==> src/rtl/ptw_pkg.sv <==
package ptw_pkg;

    localparam int VA_W    = 32;
    localparam int PFN_W   = 26;
    localparam int OFF_W   = 12;
    localparam int DESC_W  = 32;
    localparam int ENT_W   = $clog2(DESC_W / 8);
    localparam int IDX_W   = OFF_W - ENT_W;
    localparam int PA_W    = PFN_W + OFF_W;
    localparam int FLAG_W  = DESC_W - PFN_W;

    localparam int F_PRESENT = 0;
    localparam int F_DIRTY   = 1;
    localparam int F_USED    = 2;
    localparam int F_READ    = 3;
    localparam int F_WRITE   = 4;
    localparam int F_EXEC    = 5;

    typedef enum logic [1:0] {
        ACC_READ  = 2'd0,
        ACC_WRITE = 2'd1,
        ACC_EXEC  = 2'd2,
        ACC_RSVD  = 2'd3
    } acc_e;

    typedef enum logic [1:0] {
        FLT_NONE   = 2'd0,
        FLT_ABSENT = 2'd1,
        FLT_PERM   = 2'd2
    } fault_e;

    typedef enum logic [2:0] {
        ST_IDLE,
        ST_L1_REQ,
        ST_L1_WAIT,
        ST_L2_REQ,
        ST_L2_WAIT,
        ST_DONE
    } walk_st_e;

    typedef struct packed {
        walk_st_e            st;
        logic [VA_W-1:0]     va;
        acc_e                acc;
        logic [PFN_W-1:0]    root;
        logic [PFN_W-1:0]    base;
        logic [PA_W-1:0]     pa;
        fault_e              flt;
        logic                lvl;
    } walk_regs_t;

endpackage

==> src/rtl/ptw_addr_gen.sv <==
module ptw_addr_gen
    import ptw_pkg::*;
(
    input  logic              sel_leaf,
    input  logic [PFN_W-1:0]  root,
    input  logic [PFN_W-1:0]  base,
    input  logic [VA_W-1:0]   va,
    output logic [PA_W-1:0]   addr
);

    logic [IDX_W-1:0] dir_idx;
    logic [IDX_W-1:0] tbl_idx;

    assign dir_idx = va[VA_W-1 -: IDX_W];
    assign tbl_idx = va[OFF_W +: IDX_W];

    // Tables are page aligned, so the entry address is a plain splice.
    always_comb begin
        if (sel_leaf) begin
            addr = {base, tbl_idx, {ENT_W{1'b0}}};
        end else begin
            addr = {root, dir_idx, {ENT_W{1'b0}}};
        end
    end

endmodule

==> src/rtl/ptw_desc_check.sv <==
module ptw_desc_check
    import ptw_pkg::*;
(
    input  logic [DESC_W-1:0] desc,
    input  acc_e              acc,
    output logic              present,
    output logic              allowed,
    output logic [PFN_W-1:0]  pfn
);

    logic [FLAG_W-1:0] flags;
    logic              unused_bookkeeping;

    assign flags   = desc[FLAG_W-1:0];
    assign pfn     = desc[DESC_W-1 -: PFN_W];
    assign present = flags[F_PRESENT];

    // Dirty and used bits play no part in translation.
    assign unused_bookkeeping = flags[F_DIRTY] ^ flags[F_USED];

    always_comb begin
        unique case (acc)
            ACC_READ:  allowed = flags[F_READ];
            ACC_WRITE: allowed = flags[F_WRITE];
            ACC_EXEC:  allowed = flags[F_EXEC];
            default:   allowed = 1'b0;
        endcase
    end

endmodule

==> src/rtl/pt_walker.sv <==
module pt_walker
    import ptw_pkg::*;
(
    input  logic              clk,
    input  logic              rst_n,
    input  logic              req_valid,
    output logic              req_ready,
    input  logic [31:0]       req_vaddr,
    input  logic [1:0]        req_access,
    input  logic [25:0]       root_ptr,
    output logic              mem_req_valid,
    input  logic              mem_req_ready,
    output logic [37:0]       mem_req_addr,
    input  logic              mem_rsp_valid,
    input  logic [31:0]       mem_rsp_data,
    output logic              res_valid,
    output logic [37:0]       res_paddr,
    output logic [1:0]        res_fault,
    output logic              res_level
);

    walk_regs_t       walk_q, walk_d;
    logic             sel_leaf;
    logic             desc_present;
    logic             desc_allowed;
    logic [PFN_W-1:0] desc_pfn;

    ptw_addr_gen u_addr (
        .sel_leaf (sel_leaf),
        .root     (walk_q.root),
        .base     (walk_q.base),
        .va       (walk_q.va),
        .addr     (mem_req_addr)
    );

    ptw_desc_check u_check (
        .desc    (mem_rsp_data),
        .acc     (walk_q.acc),
        .present (desc_present),
        .allowed (desc_allowed),
        .pfn     (desc_pfn)
    );

    assign sel_leaf = (walk_q.st == ST_L2_REQ);

    always_comb begin
        walk_d        = walk_q;
        req_ready     = 1'b0;
        mem_req_valid = 1'b0;

        unique case (walk_q.st)
            ST_IDLE: begin
                req_ready = 1'b1;
                if (req_valid) begin
                    walk_d.st   = ST_L1_REQ;
                    walk_d.va   = req_vaddr;
                    walk_d.acc  = acc_e'(req_access);
                    walk_d.root = root_ptr;
                end
            end

            ST_L1_REQ: begin
                mem_req_valid = 1'b1;
                if (mem_req_ready) begin
                    walk_d.st = ST_L1_WAIT;
                end
            end

            ST_L1_WAIT: begin
                if (mem_rsp_valid) begin
                    if (!desc_present) begin
                        walk_d.st  = ST_DONE;
                        walk_d.flt = FLT_ABSENT;
                        walk_d.lvl = 1'b0;
                        walk_d.pa  = '0;
                    end else begin
                        walk_d.st   = ST_L2_REQ;
                        walk_d.base = desc_pfn;
                    end
                end
            end

            ST_L2_REQ: begin
                mem_req_valid = 1'b1;
                if (mem_req_ready) begin
                    walk_d.st = ST_L2_WAIT;
                end
            end

            ST_L2_WAIT: begin
                if (mem_rsp_valid) begin
                    walk_d.st  = ST_DONE;
                    walk_d.lvl = 1'b1;
                    if (!desc_present) begin
                        walk_d.flt = FLT_ABSENT;
                        walk_d.pa  = '0;
                    end else if (!desc_allowed) begin
                        walk_d.flt = FLT_PERM;
                        walk_d.pa  = '0;
                    end else begin
                        walk_d.flt = FLT_NONE;
                        walk_d.pa  = {desc_pfn, walk_q.va[OFF_W-1:0]};
                    end
                end
            end

            ST_DONE: begin
                walk_d.st = ST_IDLE;
            end

            default: begin
                walk_d.st = ST_IDLE;
            end
        endcase
    end

    always_ff @(posedge clk) begin
        if (!rst_n) begin
            walk_q      <= '0;
            walk_q.st   <= ST_IDLE;
            walk_q.acc  <= ACC_READ;
            walk_q.flt  <= FLT_NONE;
        end else begin
            walk_q <= walk_d;
        end
    end

    assign res_valid = (walk_q.st == ST_DONE);
    assign res_paddr = walk_q.pa;
    assign res_fault = walk_q.flt;
    assign res_level = walk_q.lvl;

endmodule

==> config.mk <==
export PLATFORM = sky130hd
export DESIGN_NAME = pt_walker
export DESIGN_NICKNAME = d
export VERILOG_FILES = /design/src/rtl/ptw_pkg.sv /design/src/rtl/ptw_addr_gen.sv /design/src/rtl/ptw_desc_check.sv /design/src/rtl/pt_walker.sv
export SDC_FILE = /design/constraint.sdc
export NUM_CORES = 1
export LEC_CHECK = 0
export BUFFER_PORTS_ARGS = -buffer_cell sky130_fd_sc_hd__buf_2
export CORE_ASPECT_RATIO = 1.25
export CORE_MARGIN = 2
export CORE_UTILIZATION = 23
export DETAILED_ROUTE_END_ITERATION = 6
export PLACE_DENSITY_LB_ADDON = 0.1
export SETUP_SLACK_MARGIN = 0.2
export SYNTH_ARGS = -nofsm -noshare
export SYNTH_HDL_FRONTEND = slang
export SYNTH_SLANG_ARGS = --single-unit
==> constraint.sdc <==
create_clock -name clk -period 2.96 [get_ports clk]
set_input_delay 0.592 -clock clk [delete_from_list [all_inputs] [get_ports clk]]
set_output_delay 0.592 -clock clk [all_outputs]
set_load 0.01 [all_outputs]
Word level (Yosys, flattened, before mapping)
Index checks and enable logic that the tools add are counted.
{"block": "totals", "reg_bits": 130, "wordCells": 46}
{"block": "classes", "n_mux": 17, "reduce_logical": 8, "n_eq_ne": 13}
{"op": "41-bit two-way mux", "n": 3}
{"op": "41-bit case mux with 2 select lines", "n": 1}
{"op": "40-bit two-way mux", "n": 2}
{"op": "63-bit two-way mux", "n": 1}
{"op": "38-bit two-way mux", "n": 1}
{"op": "3-bit two-way mux", "n": 5}
{"op": "3-bit case mux with 5 select lines", "n": 1}
{"op": "2-bit != test (second input constant)", "n": 6}
{"op": "3-bit by 2-bit equality test with 1-bit output (second input constant)", "n": 2}
{"op": "3-bit equality test (second input constant)", "n": 2}
{"op": "5-bit AND reduction", "n": 1}
{"op": "4-bit AND reduction", "n": 1}
{"op": "3-bit by 1-bit equality test with 1-bit output (second input constant)", "n": 1}
{"op": "3-bit zero test", "n": 1}
{"op": "1-bit case mux with 3 select lines", "n": 1}
{"op": "3-bit AND reduction", "n": 1}
{"op": "2-bit by 1-bit equality test with 1-bit output (second input constant)", "n": 1}
{"op": "2-bit equality test (second input constant)", "n": 1}
{"op": "2-bit zero test", "n": 1}
{"op": "1-bit two-way mux", "n": 2}
{"op": "2-bit AND reduction", "n": 1}
{"op": "2-bit nonzero test", "n": 1}
{"op": "2-bit OR reduction", "n": 1}

Logic depth before layout (Yosys ltp)
{"block": "depth", "ltp_word": 6, "mapped_depth": 6}

Cells and area by module
A second synthesis with hierarchy kept.
{"block": "unflattened", "hier_cells": 629, "hier_area_um2": 6073.3}
{"mod": "pt_walker", "area_each_um2": 5240.0, "cells_each": 556, "instances": 1}
{"mod": "ptw_addr_gen", "area_each_um2": 608.1, "cells_each": 43, "instances": 1}
{"mod": "ptw_desc_check", "area_each_um2": 225.2, "cells_each": 30, "instances": 1}

Worst setup path after synthesis
Ideal clock, no wire load.
{"block": "synth_timing", "kind": "register -> output", "start": "reg walk_q[128] in the netlist's numbering", "end": "out mem_req_addr[10]", "path_buffers": 2, "path_stages_with_launch": 6, "t_arrival_ns": 1.392, "path_slack_ns": 0.976, "cell_sequence": "dfxtp_1 nor2b_1 buf_2 nand2_2 buf_2 mux2_1"}
{"block": "synth_via", "elab_chain_len": 2}
{"element": "from (decl)", "line_no": "pt_walker.sv:22", "rtl": "walk_regs_t walk_q, walk_d;"}
{"element": "from (signal assigned)", "line_no": "pt_walker.sv:124", "rtl": "walk_q <= walk_d;"}
{"element": "3-bit by 2-bit equality test with 1-bit output", "line_no": "pt_walker.sv:44", "rtl": "assign sel_leaf = (walk_q.st == ST_L2_REQ);"}
{"element": "38-bit two-way mux", "line_no": "ptw_addr_gen.sv:19", "rtl": "if (sel_leaf) begin"}
{"element": "to (decl)", "line_no": "pt_walker.sv:13", "rtl": "output logic [37:0] mem_req_addr,"}
No other way between the ends.

Final worst setup path
{"block": "layout_timing", "start": "reg walk_q[128] in the netlist's numbering", "end": "out mem_req_addr[15]"}
Same word-level chain as after synthesis.

==> metrics.md <==
| Metric | Value |
|---|---|
| Max_cap viols | 0 |
| Status | finished clean |
| Placer Congestion | 0.728 |
| IO Pins | about 180 |
| Slowest-stage cell, CP | dfxtp_1 |
| Vias in the first global route | ~4800 |
| Cell area after synthesis | about 5400 um^2 |
| Fraction of layout cells with a size suffix above 1 | between 30% and 40% |
| Util after Layout | between 20% and 30% |
| Die width | approximately 140 um |
| Gr usage total | ~14% |
| CTS tree | built |
| P_leak | around 3 nW |
| Placed cell area | just over 6000 um^2 |
| Grt total ovfl | 0 |
| Most common cell after layout, fill and taps aside | buf_2 |
| CTS H-Tree Depth | 4 |
| Port buffer count | 174 |
| Critical Path Start Type | flip-flop |
| RSZ-0062 raised after global routing | no |
| Die Height | 175 um |
| Worst Path Buf+Inv | 2 |
| Place WS | about 0.70 ns |
| Fmax | 382 MHz |
| Met2 WL | 8830 um |
| Clock root buffer | clkbuf_16 |
| Critical Path End | mem_req_addr[15] |
| CTS Hold Buffers Added | 0 |
| P&R area growth vs syn | 27.5% |
| Reg clk slew, reported paths | 0.07 ns |
| Core area | 23000 um^2 |
| Hold/Removal Path Class | in2reg |
| Met3 wire length | 792 um |
| Wire per inst | about 17 um |
| Iteration-0 DRC Markers | 163 |
| Cell area after layout | 6850 um^2 |
| Via count | 4699 |
| CP Launch Point | walk_q[128] |
| Clk buf depth | 2 |
| Maximum vdd drop | 0.000385 V |
| Fin nets | between 800 and 900 |
| CP cell instances | nor2b_2, nand2_2, buf_4, mux2_1, buf_2 |
| Mapped Cells | 599 |
| Min cycle time layout | 2.61 ns |
| Synthesis Warnings | 0 |
| DP HPWL | between 10000 and 15000 um |
| Row count | 62 |
| First-pass GRT wire length | 26500 um |
| Starting density of the core | 23.4% |
| Unique masters post-synth | 39 |
| Reg2reg path depth | 4 |
| Setup tns final | 0 ns |
| Power Total | about 4.6 mW |
| Crit-path max FO | 25 |
| #FFs+latches synth | 130 |
| Final setup vio count | 0 |
| Register area share after synthesis | slightly below 50% |
| DRT Pass-1 Iters | 4 |
| RR Startpoint | walk_q[127] |
| Family with the most delay on the worst path | flip-flops |
| PnR worst setup slack | 0.345 ns |
| FF-to-FF setup slack | 0.87 ns |
| Die area | 24600 um^2 |
| Crit-path max cell delay | 0.49 ns |
| Worst Path Class, Setup | reg2out |
| Reg-to-Reg End | walk_q[96] |
| DP Cell Count | roughly 1000 |
| Drt drc | 0 |
| Post-CTS resize count | 0 |
| Arr. time, crit path | approximately 2 ns |
| Postcts setup bufs | 0 |
| Vias/cell | approximately 4.6 |
| Crit path depth | 5 |
| Top layer in use | met4 |
| Skew-Pair Late Insertion Delay | approximately 0.42 ns |
| Critical Path RT | approximately 2.4 ns |
| P per Cell Area | 668 nW/um^2 |
| Layout Cells excl Fill | just over 1000 |
| Detail Route Antenna Nets | 0 |
| CP Capture Type | output pin |
| Hold_ws | ~0.41 ns |
| Worst slew margin relative to its limit | 37.1% |
| Sum of routed wire segments on met1 | roughly 7600 um |
| Antenna violations before repair | 0 |
| Slew @ Worst Pin | 0.944 ns |
| Antenna diodes | 0 |
| Synthesized area per cell | 8.97 um^2 |
| Largest net degree at the start of global routing | 51 |
| Slew Limit Fails | 0 |
| Final hold violations | 0 |
| Most frequent cells in the layout | buf_2 (174), dfxtp_1 (130), nand2_1 (122) |
| Total CTS buffers | 17 |
| CTS Sinks | 130 |
| Final wirelength | roughly 17000 um |
| Period utilization | 88.3% |
| Clock Skews | 0.00930 ns |
worst min path at each step:
| stage | slack [ns] | end | depth (start not counted) | from |
|---|---|---|---|---|
| 2_1_floorplan | 0.43 | walk_q[107] | 2 | walk_q[107] |
| 3_3_place_gp | 0.44 | walk_q[68] | 2 | walk_q[68] |
| 3_5_place_dp | 0.44 | walk_q[67] | 2 | walk_q[67] |
| 4_1_cts | 0.38 | walk_q[105] | 3 | req_vaddr[10] |
| 5_1_grt | 0.39 | walk_q[105] | 3 | req_vaddr[10] |
| 6_report | 0.41 | walk_q[105] | 3 | req_vaddr[10] |
report_power, final:
group / total, mW / internal, mW / switching (mW)
Clock: 2.21 / 1.36 / 0.849
Sequential: 1.86 / 1.82 / 0.0419
Combinational: 0.501 / 0.186 / 0.314
worst reg2reg max path, stage by stage, from the launching register on:
cell     delay, ns
dfxtp_1       0.47
or4b_2        1.01
buf_12        0.31
nand2_1       0.11
a21oi_1       0.06
Yosys cell counts (all sizes together):
master     n  area (um^2)
mux2      36          405
or2        1         6.26
conb       1         3.75
nor4bb     1         10.0
and2       1         6.26
o311a      1         10.0
o21ai     28          140
or3b       2         17.5
o21bai     1         7.51
and3b      3         26.3
o221a      1         11.3
nor4b      1         15.0
a31oi      1         6.26
buf       57          397
o2bb2ai    1         8.76
nand3b     3         22.5
nand2    123          464
or4b       1         10.0
nor3       1         5.00
nand2b     3         18.8
nand3     27          135
mux2i      1         10.0
a32o      38          380
nor3b      1         7.51
inv        1         3.75
nor2b      3         18.8
clkbuf    36          135
o21a       1         7.51
nor2       2         7.51
nand4bb    1         11.3
o211a      1         10.0
a211oi     1         7.51
a21oi     89          445
dfxtp    130         2600
cells by family after synthesis:
logic type | Yosys count | share of synthesized area [%]
mux | 37 | 7.73
buf+inv | 94 | 9.97
compound gates | 163 | 19.3
flops | 130 | 48.4
simple gates | 174 | 14.6
other cells | 1 | 0.0698
flip-flops by register name, summed over array words and instances (netlist names):
name / count
walk_q: 89
res_paddr: 38
res_fault: 2
res_level: 1
cell type report:
cell class              count  area (um^2)
fillers                  2518        16100
flip-flops and latches    130         2600
multi-input cells         376         2260
repair buffers            188         1000
clock buffers              19          443
well taps                 288          360
clock inverters            13          175
inverters                   1         5.00
layer usage:
layer / global-route usage (%) / up-vias
li1: - / 2294
met1: 16.4 / 2291
met2: 24.8 / 106
met3: 3.56 / 8
met4: 4.00 / 0
met5: 0 / -
No activity file was read; power rests on OpenSTA's default activity.
